[src/rtl/irq_aggregator.sv]
module irq_aggregator #(
  parameter int W      = 32,
  parameter int ADDR_W = 8
) (
  input  logic              clk,
  input  logic              rst_n,
  input  logic [W-1:0]      src_i,
  input  logic [ADDR_W-1:0] addr_i,
  input  logic              wr_en_i,
  input  logic [W-1:0]      wr_data_i,
  input  logic              rd_en_i,
  output logic [W-1:0]      rd_data_o,
  output logic              irq_o
);

  localparam logic [ADDR_W-1:0] OFS_STAT   = ADDR_W'(8'h00);
  localparam logic [ADDR_W-1:0] OFS_SSET   = ADDR_W'(8'h04);
  localparam logic [ADDR_W-1:0] OFS_SCLR   = ADDR_W'(8'h08);
  localparam logic [ADDR_W-1:0] OFS_MASK   = ADDR_W'(8'h0C);
  localparam logic [ADDR_W-1:0] OFS_MSET   = ADDR_W'(8'h10);
  localparam logic [ADDR_W-1:0] OFS_MCLR   = ADDR_W'(8'h14);

  logic [W-1:0] src_q, status_q, mask_q;
  logic [W-1:0] rise, st_set, st_clr, mk_set, mk_clr, pending, rd_mux;

  assign rise    = src_i & ~src_q;
  assign st_set  = (wr_en_i && addr_i == OFS_SSET) ? wr_data_i : '0;
  assign st_clr  = (wr_en_i && addr_i == OFS_SCLR) ? wr_data_i : '0;
  assign mk_set  = (wr_en_i && addr_i == OFS_MSET) ? wr_data_i : '0;
  assign mk_clr  = (wr_en_i && addr_i == OFS_MCLR) ? wr_data_i : '0;
  assign pending = status_q & ~mask_q;

  always_comb begin
    case (addr_i)
      OFS_STAT: rd_mux = status_q;
      OFS_MASK: rd_mux = mask_q;
      default:  rd_mux = '0;
    endcase
  end

  always_ff @(posedge clk or negedge rst_n) begin
    if (!rst_n) begin
      src_q     <= '0;
      status_q  <= '0;
      mask_q    <= '1;
      irq_o     <= 1'b0;
      rd_data_o <= '0;
    end else begin
      src_q     <= src_i;
      status_q  <= (status_q & ~st_clr) | st_set | rise;
      mask_q    <= (mask_q | mk_set) & ~mk_clr;
      irq_o     <= |pending;
      rd_data_o <= rd_en_i ? rd_mux : '0;
    end
  end

  AST_EDGE_LATCHED: assert property (@(posedge clk) disable iff (!rst_n)
    (rise != '0) |=> ((status_q & $past(rise)) == $past(rise)));

  AST_STATUS_STICKY: assert property (@(posedge clk) disable iff (!rst_n)
    !(wr_en_i && addr_i == OFS_SCLR) |=> (($past(status_q) & ~status_q) == '0));

  AST_CLEAR_TAKES: assert property (@(posedge clk) disable iff (!rst_n)
    (wr_en_i && addr_i == OFS_SCLR) |=>
      ((status_q & $past(wr_data_i) & ~$past(rise)) == '0));

  AST_FORCE_TAKES: assert property (@(posedge clk) disable iff (!rst_n)
    (wr_en_i && addr_i == OFS_SSET) |=>
      ((status_q & $past(wr_data_i)) == $past(wr_data_i)));

  AST_MASK_SET: assert property (@(posedge clk) disable iff (!rst_n)
    (wr_en_i && addr_i == OFS_MSET) |=>
      ((mask_q & $past(wr_data_i)) == $past(wr_data_i)));

  AST_MASK_CLR: assert property (@(posedge clk) disable iff (!rst_n)
    (wr_en_i && addr_i == OFS_MCLR) |=> ((mask_q & $past(wr_data_i)) == '0));

  AST_IRQ_QUIET: assert property (@(posedge clk) disable iff (!rst_n)
    (((status_q & ~mask_q) == '0)) |=> !irq_o);

  AST_ALIAS_ZERO: assert property (@(posedge clk) disable iff (!rst_n)
    (rd_en_i && addr_i != OFS_STAT && addr_i != OFS_MASK) |=> (rd_data_o == '0));

endmodule

[config.mk]
export PLATFORM = sky130hd
export DESIGN_NAME = irq_aggregator
export DESIGN_NICKNAME = d
export VERILOG_FILES = /design/src/rtl/irq_aggregator.sv
export SDC_FILE = /design/constraint.sdc
export NUM_CORES = 1
export LEC_CHECK = 0
export CAP_MARGIN = 0
export CORE_UTILIZATION = 25
export DETAILED_ROUTE_END_ITERATION = 8
export SYNTH_ARGS = -nofsm -noshare
export SYNTH_HDL_FRONTEND = slang
export SYNTH_SLANG_ARGS = --single-unit
[constraint.sdc]
create_clock -name clk -period 2.7 [get_ports clk]
set_clock_uncertainty 0.1 [all_clocks]
set_input_delay 0.27 -clock clk [delete_from_list [all_inputs] [get_ports clk]]
set_output_delay 0.27 -clock clk [all_outputs]
set_load 0.005 [all_outputs]
* After elaboration in Yosys (flattened, before gate mapping)
Index checks and enable logic that the tools add are counted.
** Operators by class
- Add/sub/neg operators :: 0
- Multipliers :: 0
- Divide/modulo/power cells :: 0
- Order comparisons :: 0
- Equality and inequality tests :: 5
- Shifts and indexed selects :: 0
- Muxes and demuxes :: 6
- Bitwise operators :: 11
- Reduce and logical (&&, ||, !) cells :: 6
** Operators by type and width (number)
- 32-bit 2-to-1 mux :: 5
- 32-bit AND :: 4
- 32-bit inverter :: 4
- 32-bit OR :: 3
- 32-bit case mux with 2 select lines :: 1
- 32-bit OR reduction :: 1
- 8-bit by 4-bit == test with 1-bit output, second input constant :: 2
- 8-bit by 5-bit == test with 1-bit output, second input constant :: 2
- 8-bit by 3-bit == test with 1-bit output, second input constant :: 1
- 8-bit logical NOT :: 1
- 1-bit logical AND :: 4
** Storage, ports and cells
- Flip-flop bits (word level) :: 129
- Latch bits :: 0
- Memory bits (writable) :: 0
- Memory bits (read-only) :: 0
- Input port bits :: 76
- Output and inout bits :: 33
- Memories kept :: 0

* Longest topological paths before layout
- Word-level depth :: 7
- Mapped depth :: 6
- Gate-level depth less buffers :: 4

* Least setup slack after synthesis
Ideal clock, no wire load.
- Path kind :: input-to-reg
- Start :: input addr_i[5]
- End :: register status_q[0]
- Setup time :: 0.126 ns
- Arrival time :: 1.447 ns
- Slack :: 1.027 ns
- Stages on the path :: 5
- Buffers on the path :: 1
- Cell sequence :: or3_4 -> nor3_4 -> buf_4 -> nand2_1 -> a221o_1
** Between the ends
- Word-level cells in the longest chain between the ends :: 7
- Elaborated cells between the ends (all ways) :: 10
- Those cells by class :: eq/ne (2); mux (2); bitwise (4); reduce/logical (2)
** RTL lines
- from (decl) :: line 8 : input logic [ADDR_W-1:0] addr_i,
- 8-bit by 4-bit == test with 1-bit output :: line 28 : assign st_clr = (wr_en_i && addr_i == OFS_SCLR) ? wr_data_i : '0;
- 1-bit logical AND :: line 28
- 32-bit 2-to-1 mux :: line 28
- 32-bit inverter :: line 50 : status_q <= (status_q & ~st_clr) | st_set | rise;
- 32-bit AND :: line 50
- 32-bit OR (*) (2 in series) :: line 50
- to (signal assigned) :: line 50
- to (decl) :: line 23 : logic [W-1:0] src_q, status_q, mask_q;
Every way passes the cells marked *; elsewhere a longest branch is shown, timed or not.

* Final worst setup path
- Start :: input addr_i[2]
- End :: register rd_data_o[29]
** Between the ends
- Word-level cells in the longest chain between the ends :: 3
- Elaborated cells between the ends (all ways) :: 4
- Those cells by class :: eq/ne (1); mux (2); reduce/logical (1)
** RTL lines
- 8-bit by 4-bit == test with 1-bit output or 8-bit logical NOT (tied branches) :: line 34 : case (addr_i)
- 32-bit case mux with 2 select lines (*) :: line 34
- 32-bit 2-to-1 mux (*) :: line 53 : rd_data_o <= rd_en_i ? rd_mux : '0;
- to (signal assigned) :: line 53
- to (decl) :: line 12 : output logic [W-1:0] rd_data_o,
Marked as above.

==> out/qor_table.md <==
| Parameter | This run | Unit |
| --- | --- | --- |
| Tmin final | 2.041 | ns |
| Final layout net count | 631 | - |
| R2R depth | 4 | - |
| Fraction of layout cells with a size suffix above 1 | 13.40 | % |
| Via count of the first global-routing pass | 4,042 | - |
| Synth cell count leaders | sky130_fd_sc_hd__dfrtp_1, sky130_fd_sc_hd__nand2_1, sky130_fd_sc_hd__a22oi_1 | - |
| Final period util | 75.58 | % |
| Leading cell types by total area after synthesis | sky130_fd_sc_hd__dfrtp_1, sky130_fd_sc_hd__dfstp_2, sky130_fd_sc_hd__a22oi_1 | - |
| Clock sink total | 129 | - |
| Endpoint class of the critical path | register | - |
| Crit path max-delay cell type | sky130_fd_sc_hd__and2_2 | - |
| Area enclosed by the die boundary | 21,510 | um2 |
| Vias per std cell | 4.539 | - |
| Routability-driven placement congestion ratio | 0.7899 | - |
| Startpoint kind of the worst setup timing path | primary input | - |
| # diodes | 0 | - |
| Core ar. | 20,360 | um2 |
| Starting DRC count in detailed routing | 253 | - |
| Global router's overall resource usage | 13.93 | % |
| Initial Util | 25.69 | % |
| Combined buffer and inverter count along the critical path | 2 | - |
| Pre-Repair DR Iteration Count | 4 | - |
| Startpoint of the lowest-slack register-to-register path | mask_q[17]$_DFF_PN1_ | - |
| Clk pin slew, worst setup/hold paths | 0.06 | ns |
| Crit-path cells | clkdlybuf4s50_1, buf_4, and2_2, a22oi_1, nor2_1 | - |
| I/O pin cnt | 109 | - |
| Data arrival, critical path | 2.27 | ns |
| Required time at the endpoint of the critical path | 2.93 | ns |
| Capturing point of the worst reg2reg path | irq_o$_DFF_PN0_ | - |
| Result of the run | complete, no violations | - |
| Pwr dens | 643.8 | nW/um2 |
| Die extent in y | 146.7 | um |
| Latest clock arrival within the worst-skew pair | 0.42 | ns |
| Initial antenna violation count | 0 | - |
| Class of the tightest hold or removal check | primary input to register | - |
| Placed cell count | 805 | - |
| Static power due to leakage | 0.003179 | uW |
| Clock network fraction of total power | 49.1 | % |
| Post-DP HPWL | 9.255 | mm |
| Main flop type after synthesis | sky130_fd_sc_hd__dfrtp_1 | - |
| Clk buf depth | 2 | - |
| Max-cap violations | 0 | - |
| Top-count cell post-synth | sky130_fd_sc_hd__dfrtp_1 | - |
| Crit path depth | 5 | - |
| Pin slew with the least headroom to its limit | 0.9586 | ns |
| Total Routed Length | 13.96 | mm |
| Proportion of power drawn by combinational gates | 7.4 | % |
| Summed negative setup slack over all endpoints | 0 | ns |
| Highest fanout seen on the critical path | 33 | - |
| Post-Syn Instances | 442 | - |
| Highest Clock Rate | 490.1 | MHz |
| Area growth from synthesis to layout | 38.32 | % |
| H-tree depth | 4 | - |
| Number of I/O port buffers | 108 | - |
| Worst slew margin relative to its limit | 36.02 | % |
| Proportion of netlist area held by the largest area contributor | 46.40 | % |
| Pins Over Slew Limit | 0 | - |
| Buffers inserted by post-CTS timing repair | 0 | - |
| Average wire per standard cell | 16.68 | um |
| Setup violations, final | 0 | - |
| Antenna-violating nets left | 0 | - |
| Mapped cell area | 5231 | um2 |
| Switching component of the power | 1007 | uW |
| Switching power share of the total | 21.62 | % |
| Final number of hold-violating endpoints | 0 | - |
| Worst Setup Path Type | primary input to register | - |
| Count of synthesis-stage warnings from yosys | 0 | - |
| Total number of vias | 3,799 | - |
| Core Rows | 52 | - |
| Critical path's largest stage delay | 0.70 | ns |
| RSZ-0062 raised after global routing | false | - |
| Internal Pwr Total | 3651 | uW |
| Number of flip-flops and latches in the synthesized netlist | 129 | - |
| Wire length of the first global-routing pass | 22.67 | mm |
| Launching instance or port of the critical path | addr_i[2] | - |
| Critical path destination | rd_data_o[29]$_DFF_PN0_ | - |
| Final global-route overflow total | 0 | - |
| Pin count of the biggest net entering global routing | 58 | - |
| Die W | 146.7 | um |
| Per-instance average area after synthesis | 11.84 | um2 |
| Remaining routing DRC violations | 0 | - |
| Overall power | 4658 | uW |
| Worst vdd ir | 0.3792 | mV |
| Worst setup slack for register-to-register paths | 1.19 | ns |
| Fraction of registers with async set or reset after synthesis | 100.0 | % |
| Kind of cell adding the most delay to the critical path | buffers and inverters | - |
| Number of buffers added by the clock tree synthesis step | 17 | - |
| Share of synthesized area occupied by flip-flops and latches | 62.47 | % |
| Root cell of the clock tree | sky130_fd_sc_hd__clkbuf_16 | - |
| Post-Synthesis Net Count | 518 | - |
| Fraction of power consumed by sequential logic | 43.5 | % |
| Dominant cell type by area after synthesis | sky130_fd_sc_hd__dfrtp_1 | - |
| Non-Filler Instances | 837 | - |
| TritonCTS clock tree | done | - |
| Distinct cells, synth | 24 | - |
| Number of enable-type register cells in the synthesized netlist | 0 | - |
[cell usage in the layout (no fill, tap or decap), types with 31 or more instances in the layout]
master	n
sky130_fd_sc_hd__clkdlybuf4s50_1	107
sky130_fd_sc_hd__dfrtp_1	97
sky130_fd_sc_hd__nand2_1	64
sky130_fd_sc_hd__a22oi_1	48
sky130_fd_sc_hd__inv_1	34
sky130_fd_sc_hd__nor2_1	33
sky130_fd_sc_hd__nor2b_1	32
sky130_fd_sc_hd__a221o_1	32
sky130_fd_sc_hd__dfstp_2	32
sky130_fd_sc_hd__mux2i_1	31
[power groups by stage]
stage               Sequential [uW]  Clock (uW)  Combinational, uW
detailed placement             2060           0                351
CTS                            2030        2340                354
finish                         2030        2290                344
floorplan                      2050           0                126
global route                   2030        2450                385
global placement               2060           0                343
[area by class of cell]
| class | count | area [um2] |
|---|---|---|
| sequential | 129 | 3268 |
| clock inverter | 6 | 80.08 |
| timing repair buffer | 117 | 1202 |
| fill | 2007 | 13130 |
| multi-input combinational | 256 | 1714 |
| clock buffer | 25 | 505.5 |
| inverter | 34 | 127.6 |
| tap | 270 | 337.8 |
[per-layer routing]
layer	global-route usage [%]	vias to the layer above	share of wire [%]
li1	-	1759	-
met3	5.063	9	7.3
met5	0	-	0
met1	19.00	1901	47
met4	4.479	0	0.95
met2	20.36	130	45
[flip-flops by register name, indices dropped and copies added (netlist names)]
| register | cells |
|---|---|
| irq_o | 1 |
| mask_q | 32 |
| rd_data_o | 32 |
| src_q | 32 |
| status_q | 32 |
[logic make-up (layout without fill, tap and decap cells)]
family,count (synthesis),after routing,share of synthesized area [%]
compound gates,82,82,13.23
simple gates,143,143,13.56
mux,31,31,5.932
flops,129,129,62.47
buf+inv,57,182,4.807
[repair_timing]
item | in CTS | in global routing
hold buffers | 1 | 0
endpoints found under the setup margin | 0 | 0
hold endpoints to repair | 38 | 0
resized for setup | 0 | 0
[how the worst min path moves through the flow]
| stage | from | endpoint | depth (start not counted) |
|---|---|---|---|
| 2_1_floorplan | rst_n | irq_o$_DFF_PN0_ | 0 |
| 3_3_place_gp | rst_n | rd_data_o[17]$_DFF_PN0_ | 1 |
| 3_5_place_dp | rst_n | rd_data_o[17]$_DFF_PN0_ | 1 |
| 4_1_cts | src_i[23] | src_q[23]$_DFF_PN0_ | 1 |
| 5_1_grt | src_i[23] | src_q[23]$_DFF_PN0_ | 1 |
| 6_report | src_i[23] | src_q[23]$_DFF_PN0_ | 1 |
[through the flow]
stage | hold slack, ns | cell area (um2) | setup slack [ns] | utilization (%)
2_1_floorplan | -0.1256 | 5231 | 1.027 | -
3_3_place_gp | 0.1717 | 6640 | 0.2698 | 32.61
3_5_place_dp | 0.1802 | 6640 | 0.2321 | 32.61
4_1_cts | 0.1947 | 7236 | 0.6590 | 35.53
5_1_grt | 0.1977 | 7236 | 0.4795 | 35.53
6_report | 0.2100 | 7236 | 0.6594 | 35.53
(Power assumes the default switching activity.)
